$ cat src/rtl/irq_hub_pkg.sv
// Package: register map and select-cause helper for the interrupt cause hub.
// Assumes 32-bit data and 8-bit word addresses.
package irq_hub_pkg;
    localparam int DW = 32;
    localparam int AW = 8;

    localparam logic [AW-1:0] A_LO_CAUSE = 8'h00;
    localparam logic [AW-1:0] A_HI_CAUSE = 8'h01;
    localparam logic [AW-1:0] A_PIN_VAL  = 8'h02;
    localparam logic [AW-1:0] A_PIN_SET  = 8'h03;
    localparam logic [AW-1:0] A_PIN_CLR  = 8'h04;
    localparam logic [AW-1:0] A_PIN_MASK = 8'h05;
    localparam logic [AW-1:0] A_DMA_CAUSE = 8'h06;
    localparam logic [AW-1:0] A_DMA_MASK = 8'h07;
    localparam logic [AW-1:0] A_OUT_BASE = 8'h10;
    localparam int OUT_STRIDE = 4;

    localparam int HI_GRP_BASE = 24;
    localparam int HI_DMA_BASE = 4;
    localparam int HI_DMA_STEP = 2;

    // Picks the cause word that a select-cause read reports.
    function automatic logic [DW-1:0] sel_word(input logic [DW-1:0] lo,
                                               input logic [DW-1:0] hi,
                                               input logic [DW-1:0] mlo,
                                               input logic [DW-1:0] mhi);
        logic lo_act;
        logic hi_act;
        lo_act = |(lo & mlo);
        hi_act = |(hi & mhi);
        if (!lo_act && hi_act)
            sel_word = {1'b0, 1'b1, hi[29:0]};
        else
            sel_word = {lo_act && hi_act, 1'b0, lo[29:0]};
    endfunction
endpackage

$ cat src/rtl/irq_pin_bank.sv
// Pin interrupt bank: holds the pin word, updated by set and clear strobes,
// and the pin mask. It produces one combinational hit per group of pins.
// Assumes PIN_W is a multiple of GROUPS.
module irq_pin_bank #(
    parameter int PIN_W  = 32,
    parameter int GROUPS = 4
) (
    input  logic              clk,
    input  logic              rst_n,
    input  logic              set_we,
    input  logic              clr_we,
    input  logic              mask_we,
    input  logic [PIN_W-1:0]  wdata,
    output logic [PIN_W-1:0]  pin_q,
    output logic [PIN_W-1:0]  pmask_q,
    output logic [GROUPS-1:0] grp_hit
);
    localparam int GW = PIN_W / GROUPS;

    // Pin word: set ORs bits in, clear removes bits.
    always_ff @(posedge clk) begin
        if (!rst_n)
            pin_q <= '0;
        else if (set_we)
            pin_q <= pin_q | wdata;
        else if (clr_we)
            pin_q <= pin_q & ~wdata;
    end

    // Pin mask register.
    always_ff @(posedge clk) begin
        if (!rst_n)
            pmask_q <= '0;
        else if (mask_we)
            pmask_q <= wdata;
    end

    // One masked-active summary per group.
    for (genvar g = 0; g < GROUPS; g++) begin : g_grp
        assign grp_hit[g] = |(pin_q[g*GW +: GW] & pmask_q[g*GW +: GW]);
    end
endmodule

$ cat src/rtl/irq_dma_bank.sv
// Serial-DMA cause bank: the cause register holds one FIELD_W field per
// channel at a stride of FIELD_STRIDE bits. Software writes replace the
// register and event pulses OR into it. It produces one masked hit per
// channel. Assumes DMA_CH*FIELD_STRIDE <= 32.
module irq_dma_bank #(
    parameter int DMA_CH       = 2,
    parameter int FIELD_W      = 4,
    parameter int FIELD_STRIDE = 8
) (
    input  logic                      clk,
    input  logic                      rst_n,
    input  logic                      cause_we,
    input  logic                      mask_we,
    input  logic [31:0]               wdata,
    input  logic [DMA_CH*FIELD_W-1:0] evt,
    output logic [31:0]               cause_q,
    output logic [31:0]               mask_q,
    output logic [DMA_CH-1:0]         ch_hit
);
    logic [31:0] evt_word;

    // Spread the packed event pulses onto their field positions.
    always_comb begin
        evt_word = '0;
        for (int c = 0; c < DMA_CH; c++)
            for (int b = 0; b < FIELD_W; b++)
                evt_word[c*FIELD_STRIDE + b] = evt[c*FIELD_W + b];
    end

    // Cause register: a write replaces the value, same-cycle events are kept.
    always_ff @(posedge clk) begin
        if (!rst_n)
            cause_q <= '0;
        else
            cause_q <= (cause_we ? wdata : cause_q) | evt_word;
    end

    // DMA mask register.
    always_ff @(posedge clk) begin
        if (!rst_n)
            mask_q <= '0;
        else if (mask_we)
            mask_q <= wdata;
    end

    // Per-channel masked-active summary.
    for (genvar c = 0; c < DMA_CH; c++) begin : g_ch
        assign ch_hit[c] = |(cause_q[c*FIELD_STRIDE +: FIELD_W] &
                             mask_q[c*FIELD_STRIDE +: FIELD_W]);
    end
endmodule

$ cat src/rtl/irq_out_ctrl.sv
// One interrupt output: its low and high mask registers, the registered
// level line and the select-cause word. The line is computed from the
// next-state cause words, so it lines up with the registered causes.
module irq_out_ctrl
    import irq_hub_pkg::*;
(
    input  logic          clk,
    input  logic          rst_n,
    input  logic          mlo_we,
    input  logic          mhi_we,
    input  logic [DW-1:0] wdata,
    input  logic [DW-1:0] lo_d,
    input  logic [DW-1:0] hi_d,
    input  logic [DW-1:0] lo_q,
    input  logic [DW-1:0] hi_q,
    output logic          irq_q,
    output logic [DW-1:0] mlo_q,
    output logic [DW-1:0] mhi_q,
    output logic [DW-1:0] sel
);
    // Mask pair for this output.
    always_ff @(posedge clk) begin
        if (!rst_n) begin
            mlo_q <= '0;
            mhi_q <= '0;
        end else begin
            if (mlo_we) mlo_q <= wdata;
            if (mhi_we) mhi_q <= wdata;
        end
    end

    // Level interrupt line, registered alongside the cause words.
    always_ff @(posedge clk) begin
        if (!rst_n)
            irq_q <= 1'b0;
        else
            irq_q <= (|(lo_d & mlo_q)) || (|(hi_d & mhi_q));
    end

    // Select-cause word from the registered cause words.
    assign sel = sel_word(lo_q, hi_q, mlo_q, mhi_q);
endmodule

$ cat src/rtl/irq_cause_hub.sv
// Top of the interrupt cause hub. It decodes the register port, builds the
// high cause from the pin-group and DMA-channel summaries, registers both
// cause words and instantiates one output controller per interrupt line.
// Assumes DMA_CH <= 4 so every DMA field fits the 32-bit cause register.
module irq_cause_hub
    import irq_hub_pkg::*;
#(
    parameter int NUM_OUT    = 4,
    parameter int DMA_CH     = 2,
    parameter int PIN_GROUPS = 4
) (
    input  logic                clk,
    input  logic                rst_n,
    input  logic                reg_wr,
    input  logic [AW-1:0]       reg_addr,
    input  logic [DW-1:0]       reg_wdata,
    output logic [DW-1:0]       reg_rdata,
    input  logic [DW-1:0]       lo_src_i,
    input  logic [DMA_CH*4-1:0] dma_evt_i,
    output logic [NUM_OUT-1:0]  irq_o
);
    localparam int FIELD_W = 4;
    localparam int FIELD_STRIDE = 8;

    logic [DW-1:0] pin_q, pmask_q, dma_q, dmask_q;
    logic [PIN_GROUPS-1:0] grp_hit;
    logic [DMA_CH-1:0] ch_hit;
    logic [DW-1:0] lo_d, hi_d, lo_q, hi_q;
    logic [NUM_OUT-1:0][DW-1:0] mlo_all, mhi_all, sel_all;

    irq_pin_bank #(.PIN_W(DW), .GROUPS(PIN_GROUPS)) u_pins (
        .clk(clk), .rst_n(rst_n),
        .set_we(reg_wr && reg_addr == A_PIN_SET),
        .clr_we(reg_wr && reg_addr == A_PIN_CLR),
        .mask_we(reg_wr && reg_addr == A_PIN_MASK),
        .wdata(reg_wdata),
        .pin_q(pin_q), .pmask_q(pmask_q), .grp_hit(grp_hit)
    );

    irq_dma_bank #(.DMA_CH(DMA_CH), .FIELD_W(FIELD_W),
                   .FIELD_STRIDE(FIELD_STRIDE)) u_dma (
        .clk(clk), .rst_n(rst_n),
        .cause_we(reg_wr && reg_addr == A_DMA_CAUSE),
        .mask_we(reg_wr && reg_addr == A_DMA_MASK),
        .wdata(reg_wdata), .evt(dma_evt_i),
        .cause_q(dma_q), .mask_q(dmask_q), .ch_hit(ch_hit)
    );

    // Next-state cause words: sources for the low word, summaries for the high.
    always_comb begin
        lo_d = lo_src_i;
        hi_d = '0;
        for (int g = 0; g < PIN_GROUPS; g++)
            hi_d[HI_GRP_BASE + g] = grp_hit[g];
        for (int c = 0; c < DMA_CH; c++)
            hi_d[HI_DMA_BASE + HI_DMA_STEP*c] = ch_hit[c];
    end

    // Main-cause registers; no write path reaches them.
    always_ff @(posedge clk) begin
        if (!rst_n) begin
            lo_q <= '0;
            hi_q <= '0;
        end else begin
            lo_q <= lo_d;
            hi_q <= hi_d;
        end
    end

    for (genvar k = 0; k < NUM_OUT; k++) begin : g_out
        localparam logic [AW-1:0] BASE = AW'(A_OUT_BASE + OUT_STRIDE*k);
        irq_out_ctrl u_ctrl (
            .clk(clk), .rst_n(rst_n),
            .mlo_we(reg_wr && reg_addr == BASE),
            .mhi_we(reg_wr && reg_addr == BASE + AW'(1)),
            .wdata(reg_wdata),
            .lo_d(lo_d), .hi_d(hi_d), .lo_q(lo_q), .hi_q(hi_q),
            .irq_q(irq_o[k]),
            .mlo_q(mlo_all[k]), .mhi_q(mhi_all[k]), .sel(sel_all[k])
        );
    end

    // Combinational read mux; unmapped and write-only addresses read zero.
    always_comb begin
        reg_rdata = '0;
        case (reg_addr)
            A_LO_CAUSE:  reg_rdata = lo_q;
            A_HI_CAUSE:  reg_rdata = hi_q;
            A_PIN_VAL:   reg_rdata = pin_q;
            A_PIN_MASK:  reg_rdata = pmask_q;
            A_DMA_CAUSE: reg_rdata = dma_q;
            A_DMA_MASK:  reg_rdata = dmask_q;
            default:     reg_rdata = '0;
        endcase
        for (int k = 0; k < NUM_OUT; k++) begin
            if (reg_addr == AW'(A_OUT_BASE + OUT_STRIDE*k))     reg_rdata = mlo_all[k];
            if (reg_addr == AW'(A_OUT_BASE + OUT_STRIDE*k + 1)) reg_rdata = mhi_all[k];
            if (reg_addr == AW'(A_OUT_BASE + OUT_STRIDE*k + 2)) reg_rdata = sel_all[k];
        end
    end
endmodule

$ cat config.mk
export PLATFORM = sky130hd
export DESIGN_NAME = irq_cause_hub
export DESIGN_NICKNAME = d
export VERILOG_FILES = /design/src/rtl/irq_hub_pkg.sv /design/src/rtl/irq_pin_bank.sv /design/src/rtl/irq_dma_bank.sv /design/src/rtl/irq_out_ctrl.sv /design/src/rtl/irq_cause_hub.sv
export SDC_FILE = /design/constraint.sdc
export NUM_CORES = 1
export LEC_CHECK = 0
export BUFFER_PORTS_ARGS = -buffer_cell sky130_fd_sc_hd__buf_2
export CAP_MARGIN = 40
export CELL_PAD_IN_SITES_DETAIL_PLACEMENT = 1
export CELL_PAD_IN_SITES_GLOBAL_PLACEMENT = 1
export CORE_UTILIZATION = 53
export CTS_CLUSTER_SIZE = 14
export DETAILED_ROUTE_END_ITERATION = 10
export HOLD_SLACK_MARGIN = 0.1
export PLACE_DENSITY = 0.83
export SYNTH_ARGS = -nofsm -noshare
export SYNTH_HDL_FRONTEND = slang
export SYNTH_HIERARCHICAL = 1
export SYNTH_SLANG_ARGS = --single-unit
$ cat constraint.sdc
create_clock -name clk -period 4.4 [get_ports clk]
set_clock_uncertainty 0.05 [all_clocks]
set_input_delay 0.66 -clock clk [delete_from_list [all_inputs] [get_ports clk]]
set_output_delay 0.66 -clock clk [all_outputs]
set_load 0.03 [all_outputs]
==> flow_metrics.tcl, run 1 <==
set metrics [dict create \
    synth_enable_flop_cells 0 \
    lastStage "5_1_grt" \
    run_status "did not finish" \
    yosys_warnings 6 \
    grt_use_total 0.7450 \
    cts-root-buf "sky130_fd_sc_hd__clkbuf_16" \
    cts.sink_count 426 \
    synth_flop_type "sky130_fd_sc_hd__dfxtp_1" \
    dp_cells 3826 \
    cts_hold_repair.buffers 0 \
    synth-seq-area-share 0.3272 \
    h-tree-depth 2 \
    place_hpwl_um 111200 \
    ys_seq_elements 426 \
    floorplan.die.width_um 223.8 \
    gp_routability_congestion 1.121 \
    post_synth_num_cell_types 76 \
    grt_max_degree 151 \
    synthCells 2746 \
    core.rowCount 80 \
    floorplan.die.height_um 223.8 \
    overflow 28 \
    initial_utilization 0.5414 \
    flow.first_error "[ERROR GRT-0232] Routing congestion too high. Check the congestion heatmap in the GUI." \
    total_cts_buffers 49 \
    syn-mean-instance-area_um2 9.492 \
    worst_path_end_type "output port" \
    clock_path_buffers 3 \
    io_buffers 118 \
    syn-cell-area_mm2 0.02607 \
    repair-timing-grt-worst-ep "reg_rdata[20]" \
    io_pins 119 \
    synthArstFlopShare 0 \
]
cells in the mapped netlist, types with 57 or more instances:
library cell	n	area, µm²
sky130_fd_sc_hd__dfxtp_1	426	8528
sky130_fd_sc_hd__mux2i_1	392	3924
sky130_fd_sc_hd__nor2b_1	350	2190
sky130_fd_sc_hd__a22oi_1	279	2095
sky130_fd_sc_hd__nand2_1	133	499.2
sky130_fd_sc_hd__mux2_4	122	1832
sky130_fd_sc_hd__clkbuf_1	101	379.1
sky130_fd_sc_hd__o21ai_0	94	470.5
sky130_fd_sc_hd__a21oi_1	80	400.4
sky130_fd_sc_hd__nor2_1	67	251.5
sky130_fd_sc_hd__o22ai_1	61	381.6
sky130_fd_sc_hd__nand4_1	57	356.6
through the flow:
stage | cell area (µm²) | utilization | setup TNS, ps | hold WS, ps | setup WS, ps
4_1_cts | 31590 | 0.6561 | -72.42 | 199.4 | -43.72
2_1_floorplan | 27200 | - | 0 | 426.6 | 1060
3_5_place_dp | 29260 | 0.6077 | 0 | 464.7 | 68.61
3_3_place_gp | 29260 | 0.6077 | 0 | 441.7 | 96.33
kinds of logic after synthesis:
family | share of synthesized area
AO/OA/AOI/OAI | 0.2308
AND/OR/NAND/NOR | 0.1640
multiplexers | 0.2299
flip-flops | 0.3272
buffers and inverters | 0.04762
XOR/XNOR | 0.0003361
other | 0.0001439
layer usage:
layer / GRT usage / overflow
met5: 0.2688 / 0
met4: 0.7011 / 16
met3: 0.5677 / 0
met2: 0.9103 / 11
met1: 0.7772 / 1
timing repair:
action                                  4_1_cts
pin swaps                                    19
setup buffers                                34
cloned                                        3
endpoints found under the setup margin       30
gates resized for setup                      93
==> run 2: changes to the inputs <==
Settings changed: CELL_PAD_IN_SITES_DETAIL_PLACEMENT 1 to unset, CELL_PAD_IN_SITES_GLOBAL_PLACEMENT 1 to unset, CORE_UTILIZATION 53 to 40, CTS_CLUSTER_SIZE 14 to unset, HOLD_SLACK_MARGIN 0.1 to unset, PLACE_DENSITY 0.83 to unset, PLACE_DENSITY_LB_ADDON set to 0.15.
==> run 2 against run 1 <==
Effect of this change: the flow now finishes, with violations (setup timing); synthesized area unchanged; synthesized cell count did not move.
==> flow_metrics.tcl, run 2 <==
set metrics [dict create \
    synthArstFlopShare 0 \
    start_kind "flip-flop" \
    fp.dieArea_mm2 0.06619 \
    floorplan.die.width_um 257.3 \
    reg.largest.list "g_out.u_ctrl/mhi_q: 128 flops, g_out.u_ctrl/mlo_q: 128 flops" \
    dr_drc_count 0 \
    initial_utilization 0.4044 \
    p_leak_nw 12.12 \
    syn-mean-instance-area_um2 9.492 \
    gp_routability_congestion 1.052 \
    rsz0062_at_grt "true" \
    cts.sink_count 426 \
    critical_path_cell_sequence "buf_6, a22oi_2, nand4_1, nor4_4, and2b_4, buf_6, mux2_4, a21oi_2, nor3_1, a21oi_1, o22ai_1, buf_4, a41o_1, buf_6" \
    ff2ff_setup_slack_ps 780 \
    clock_path_buffers 3 \
    final_hold_viol_count 0 \
    synth_top_cell_area_share 0.3272 \
    antenna_violations_before_repair 7 \
    synthCells 2746 \
    most_common_cell_on_crit_path "sky130_fd_sc_hd__buf_6" \
    run_status "complete, but fails checks" \
    totalWireLength_um 156400 \
    total_cts_buffers 51 \
    io_buffers 118 \
    crit_path_start "lo_q[4]" \
    period_needed_ps 4474 \
    worst-path-buf-inv 4 \
    report.final.setup_viol 12 \
    filler_cell_count 6050 \
    core_mm2 0.06446 \
    timing_worst_setup_path_type "reg2out" \
    post_drt_wl_per_cell_um 36.74 \
    synth_enable_flop_cells 0 \
    core.rowCount 93 \
    netlist_top_cells_count "426 x sky130_fd_sc_hd__dfxtp_1, 392 x sky130_fd_sc_hd__mux2i_1, 350 x sky130_fd_sc_hd__nor2b_1" \
    maxCapViolCount 0 \
    slowest_stage "sky130_fd_sc_hd__dfxtp_4" \
    path_max_fanout 7 \
    vias_after_detailed_routing 27002 \
    syn-cell-area_mm2 0.02607 \
    post_route_cells_drive_above_1_share 0.2809 \
    global_route_wire_length_before_repair_um 211200 \
    viasPerCell 6.341 \
    layout.core_utilization 0.5233 \
    ys_seq_elements 426 \
    drc_violation_total_after_the_first_tritonroute_iteration 3753 \
    floorplan.die.height_um 257.3 \
    place_ws_ps -30.30 \
    end_kind "output pin" \
    path_depth 14 \
    cts.reportedPaths.clkPinSlew_ps 60 \
    fmaxAchievable_mhz 223.5 \
    io_pins 119 \
    synth_flop_type "sky130_fd_sc_hd__dfxtp_1" \
    clock_latency_ps 650 \
    post_synth_num_cell_types 76 \
    hold_path_startpoint "dma_evt_i[0]" \
    h-tree-depth 2 \
    critPathCapture "reg_rdata[27]" \
    cp_slowest_stage_delay_ps 360 \
    cts_hold_repair.buffers 0 \
    ys_top_cells_by_area "sky130_fd_sc_hd__dfxtp_1 33%, sky130_fd_sc_hd__mux2i_1 15%, sky130_fd_sc_hd__nor2b_1 8.4%, sky130_fd_sc_hd__a22oi_1 8.0%, sky130_fd_sc_hd__mux2_4 7.0%" \
    layout_common_cells "392 x sky130_fd_sc_hd__mux2i_1, 384 x sky130_fd_sc_hd__dfxtp_1, 346 x sky130_fd_sc_hd__nor2b_1" \
    antenna_left 0 \
    ir_drop_v 0.0003300 \
    yosys_warnings 6 \
    syn_to_final_growth_pct 29.42 \
    grt_max_degree 151 \
    post-synth-top-count-cell "sky130_fd_sc_hd__dfxtp_1" \
    overflow 0 \
    slew_viol_final 0 \
    required_ps 3690 \
    timing_worst_slew_pin_value_ps 1014 \
    p_per_area_mw_per_mm2 285.8 \
    grt_use_total 0.4583 \
    worst_hold_path_type "in2reg" \
    hold_slack_ps 177.2 \
    first_pass_iters 8 \
    finalCritPeriodShare 1.017 \
    final_common_cell "sky130_fd_sc_hd__mux2i_1" \
    kind_of_cell_adding_the_most_delay_to_the_critical_path "simple AND/OR/NAND/NOR gates" \
    cts_tree "yes" \
    vias_in_the_first_global_route 25537 \
    worst-endpoint-arrival_ps 3760 \
    cts-root-buf "sky130_fd_sc_hd__clkbuf_16" \
    rr_worst_depth 6 \
    yosys.area.top_type "sky130_fd_sc_hd__dfxtp_1" \
    worst_slack_ps -73.81 \
    finalNetCount 3443 \
    synth-seq-area-share 0.3272 \
    slew_headroom 0.3215 \
    violations "setup timing" \
    place_hpwl_um 117000 \
    r2r_end "g_out[3].u_ctrl/irq_q" \
]
==> run 2: cell counts after synthesis <==
Identical to the previous run, type by type.
==> run 2: cells by family (layout without fill, tap and decap cells) <==
logic type                Yosys count  after routing  synth area share
buffers and inverters             212            563           0.04762
AOI/OAI and AO/OA                 817            817            0.2308
and+or+nand+nor                   754            754            0.1640
xor gates and xnor gates            1              1         0.0003361
other                               1            307         0.0001439
DFF                               426            426            0.3272
muxes                             535            535            0.2299
==> run 2: how the worst min path moves through the flow <==
| stage | endpoint | slack [ps] | depth (start not counted) |
|---|---|---|---|
| after floorplan | u_dma/mask_q[12] | 430 | 2 |
| after global placement | u_dma/mask_q[6] | 440 | 2 |
| after detailed placement | u_dma/mask_q[4] | 450 | 2 |
| after CTS | u_dma/cause_q[9] | 160 | 2 |
| after global routing | u_dma/cause_q[2] | 170 | 2 |
| final | u_dma/cause_q[0] | 180 | 2 |
==> run 2: timing repair <==
item	in CTS	in global routing
hold endpoints to repair	0	0
pin swaps	48	51
setup buffers	64	21
gates resized for setup	201	115
setup endpoints to repair	31	32
gates cloned	1	0
==> run 2: final cells by class <==
cell class                 count  area, µm²  share of cell area
inverter                       6      22.52           0.0006676
clock inverter                21      365.4             0.01083
timing repair buffer         464       3998              0.1185
antenna                        3      7.507           0.0002225
clock buffer                  72       1435             0.04254
multi-input combinational   2411      18210              0.5398
tap                          855       1070             0.03171
sequential                   426       8626              0.2557
==> run 2: through the flow <==
stage               setup TNS, ps  cell area [µm²]  total power, mW  cells
floorplan                       0            27200            4.463   3049
global placement           -261.5            30150            4.967   4084
detailed placement         -80.72            30150            4.968   4085
CTS                        -675.9            33190            9.598   4241
global route               -777.1            33730            9.822   4255
finish                     -405.2            33730            9.642   4258
==> run 2: routing by layer <==
layer,share of wire,up-vias,global-route usage
met4,0.078,2,0.2938
met3,0.10,455,0.09574
li1,-,11298,-
met5,0.000058,-,0
met1,0.41,13404,0.6030
met2,0.42,1843,0.6780
==> run 2: power breakdown <==
part           switching [mW]  internal (mW)
logic                   0.683          0.377
clock network            1.88           2.76
registers              0.0676           3.88
Power figures use the tool's default switching activity.
==> run 3: changes to the inputs <==
Settings changed: RECOVER_POWER set to 50, SKIP_LAST_GASP set to 1.
==> run 3 against run 2 <==
Effect of this change: the run ends with capacitance limit, slew limit, setup timing left; power about the same; via count increased by 0.60%; setup slack got worse by 26 ps; largest cell class unchanged; largest power group unchanged; highest routed layer unchanged.
==> flow_metrics.tcl, run 3 (synthesis gave the netlist of run 2 again) <==
set metrics [dict create \
    final_cell_area_mm2 0.03348 \
    p_leak_nw 12.02 \
    grt_max_degree 151 \
    timing.setup.tns_ps -722.8 \
    place_hpwl_um 117000 \
    r2r_end "g_out[3].u_ctrl/irq_q" \
    antenna_violations_before_repair 8 \
    worst-endpoint-arrival_ps 3790 \
    sequential_cell_area_mm2 0.008615 \
    io_buffers 118 \
    final_common_cell "sky130_fd_sc_hd__mux2i_1" \
    layout_common_cells "392 x sky130_fd_sc_hd__mux2i_1, 387 x sky130_fd_sc_hd__dfxtp_1, 346 x sky130_fd_sc_hd__nor2b_1" \
    sequential_share_of_power 0.409 \
    slew_headroom -0.8514 \
    post_drt_wl_per_cell_um 36.68 \
    timing_worst_slew_pin_value_ps 2777 \
    critPathCapture "reg_rdata[27]" \
    multiInputGateArea_mm2 0.01808 \
    start_kind "flip-flop" \
    filler_cell_count 6097 \
    finalCritPeriodShare 1.023 \
    floorplan.die.height_um 257.3 \
    place_ws_ps -30.30 \
    viasPerCell 6.377 \
    fp.dieArea_mm2 0.06619 \
    grt_use_total 0.4575 \
    core_mm2 0.06446 \
    vias_after_detailed_routing 27165 \
    final_hold_viol_count 0 \
    placement.cell_area_mm2 0.03015 \
    worst_hold_path_type "in2reg" \
    cts.reportedPaths.clkPinSlew_ps 60 \
    maxCapViolCount 4 \
    fmaxAchievable_mhz 222.2 \
    ir_drop_v 0.0003303 \
    crit_path_start "lo_q[4]" \
    io_pins 119 \
    cellInternalPower_mw 7.015 \
    path_max_fanout 7 \
    initial_utilization 0.4044 \
    clock_latency_ps 640 \
    total_cts_buffers 51 \
    overflow 0 \
    syn_to_final_growth_pct 28.44 \
    p_comb_frac 0.110 \
    floorplan.die.width_um 257.3 \
    antenna_left 0 \
    cts_tree "yes" \
    rsz0062_at_grt "true" \
    rr_worst_depth 6 \
    vias_in_the_first_global_route 25583 \
    period_needed_ps 4500 \
    violations "capacitance limit, slew limit, setup timing" \
    first_pass_iters 5 \
    gp_routability_congestion 1.052 \
    cts.sink_count 426 \
    core.rowCount 93 \
    dr_drc_count 0 \
    ff2ff_setup_slack_ps 890 \
    cts-root-buf "sky130_fd_sc_hd__clkbuf_16" \
    h-tree-depth 2 \
    share_clk_of_total_power 0.481 \
    switching_power_mw 2.629 \
    slew_viol_final 397 \
    clock_path_buffers 3 \
    run_status "complete, but fails checks" \
    p_per_area_mw_per_mm2 288.0 \
    post_route_cells_drive_above_1_share 0.2679 \
    required_ps 3690 \
    reg.largest.list "g_out.u_ctrl/mhi_q: 128 flops, g_out.u_ctrl/mlo_q: 128 flops" \
    p_sw_frac 0.2726 \
    worst_slack_ps -99.99 \
    end_kind "output pin" \
    drc_violation_total_after_the_first_tritonroute_iteration 3608 \
    finalNetCount 3440 \
    timing_worst_setup_path_type "reg2out" \
    totalWireLength_um 156200 \
    global_route_wire_length_before_repair_um 210900 \
    report.final.setup_viol 19 \
]
[run 3: worst min-delay path by stage]
stage / from / depth (start not counted) / to / slack, ps
global placement: u_dma/mask_q[6] / 2 / u_dma/mask_q[6] / 440
detailed placement: u_dma/mask_q[4] / 2 / u_dma/mask_q[4] / 450
floorplan: u_dma/mask_q[12] / 2 / u_dma/mask_q[12] / 430
CTS: dma_evt_i[5] / 2 / u_dma/cause_q[9] / 160
global route: dma_evt_i[2] / 2 / u_dma/cause_q[2] / 170
finish: dma_evt_i[5] / 2 / u_dma/cause_q[9] / 180
[run 3: cell type report]
class                           instances  area share
Sequential cell                       426      0.2573
Clock inverter                         21     0.01091
Antenna cell                            8   0.0005980
Timing Repair Buffer                  461      0.1155
Inverter                                6   0.0006727
Multi-Input combinational cell       2411      0.5402
Tap cell                              855     0.03195
Clock buffer                           72     0.04287
[run 3: power by group through the flow]
stage / Sequential (mW) / Clock [mW] / Combinational [mW]
floorplan: 4.00 / 0 / 0.461
global route: 3.95 / 4.81 / 1.07
CTS: 3.94 / 4.67 / 0.979
finish: 3.95 / 4.63 / 1.06
global placement: 4.03 / 0 / 0.935
detailed placement: 4.03 / 0 / 0.935
[run 3: metrics by stage]
step	total power [mW]	util	hold WS, ps	instances
floorplan	4.463	-	426.6	3049
global placement	4.967	0.4677	440.3	4084
detailed placement	4.968	0.4678	451.6	4085
CTS	9.594	0.5135	157.3	4241
global route	9.821	0.5190	169.9	4252
finish	9.643	0.5194	180.4	4260
[run 3: worst max-delay path: stages (launching register included)]
cell and delay [ps]:
sky130_fd_sc_hd__dfxtp_4 360, sky130_fd_sc_hd__buf_6 120, sky130_fd_sc_hd__a22oi_2 330, sky130_fd_sc_hd__nand4_1 230, sky130_fd_sc_hd__nor4_4 350, sky130_fd_sc_hd__and2b_4 310
sky130_fd_sc_hd__buf_6 150, sky130_fd_sc_hd__mux2_4 300, sky130_fd_sc_hd__a21oi_2 120, sky130_fd_sc_hd__nor3_1 60, sky130_fd_sc_hd__a21oi_1 150, sky130_fd_sc_hd__o22ai_1 100
sky130_fd_sc_hd__buf_4 190, sky130_fd_sc_hd__a41o_1 250, sky130_fd_sc_hd__buf_6 160
[run 3: per-layer routing]
metal,GRT usage,up-vias,share of wire
met2,0.6802,1947,0.41
met5,0,-,0.00014
li1,-,11306,-
met3,0.09624,509,0.10
met1,0.6002,13399,0.41
met4,0.2890,4,0.079
[run 3: what timing repair did]
item | CTS | global route
gates resized for setup | 179 | 117
hold buffers | 0 | 0
endpoints found under the setup margin | 31 | 32
gates cloned | 1 | 1
pin swaps | 40 | 62
buffers inserted | 64 | 16
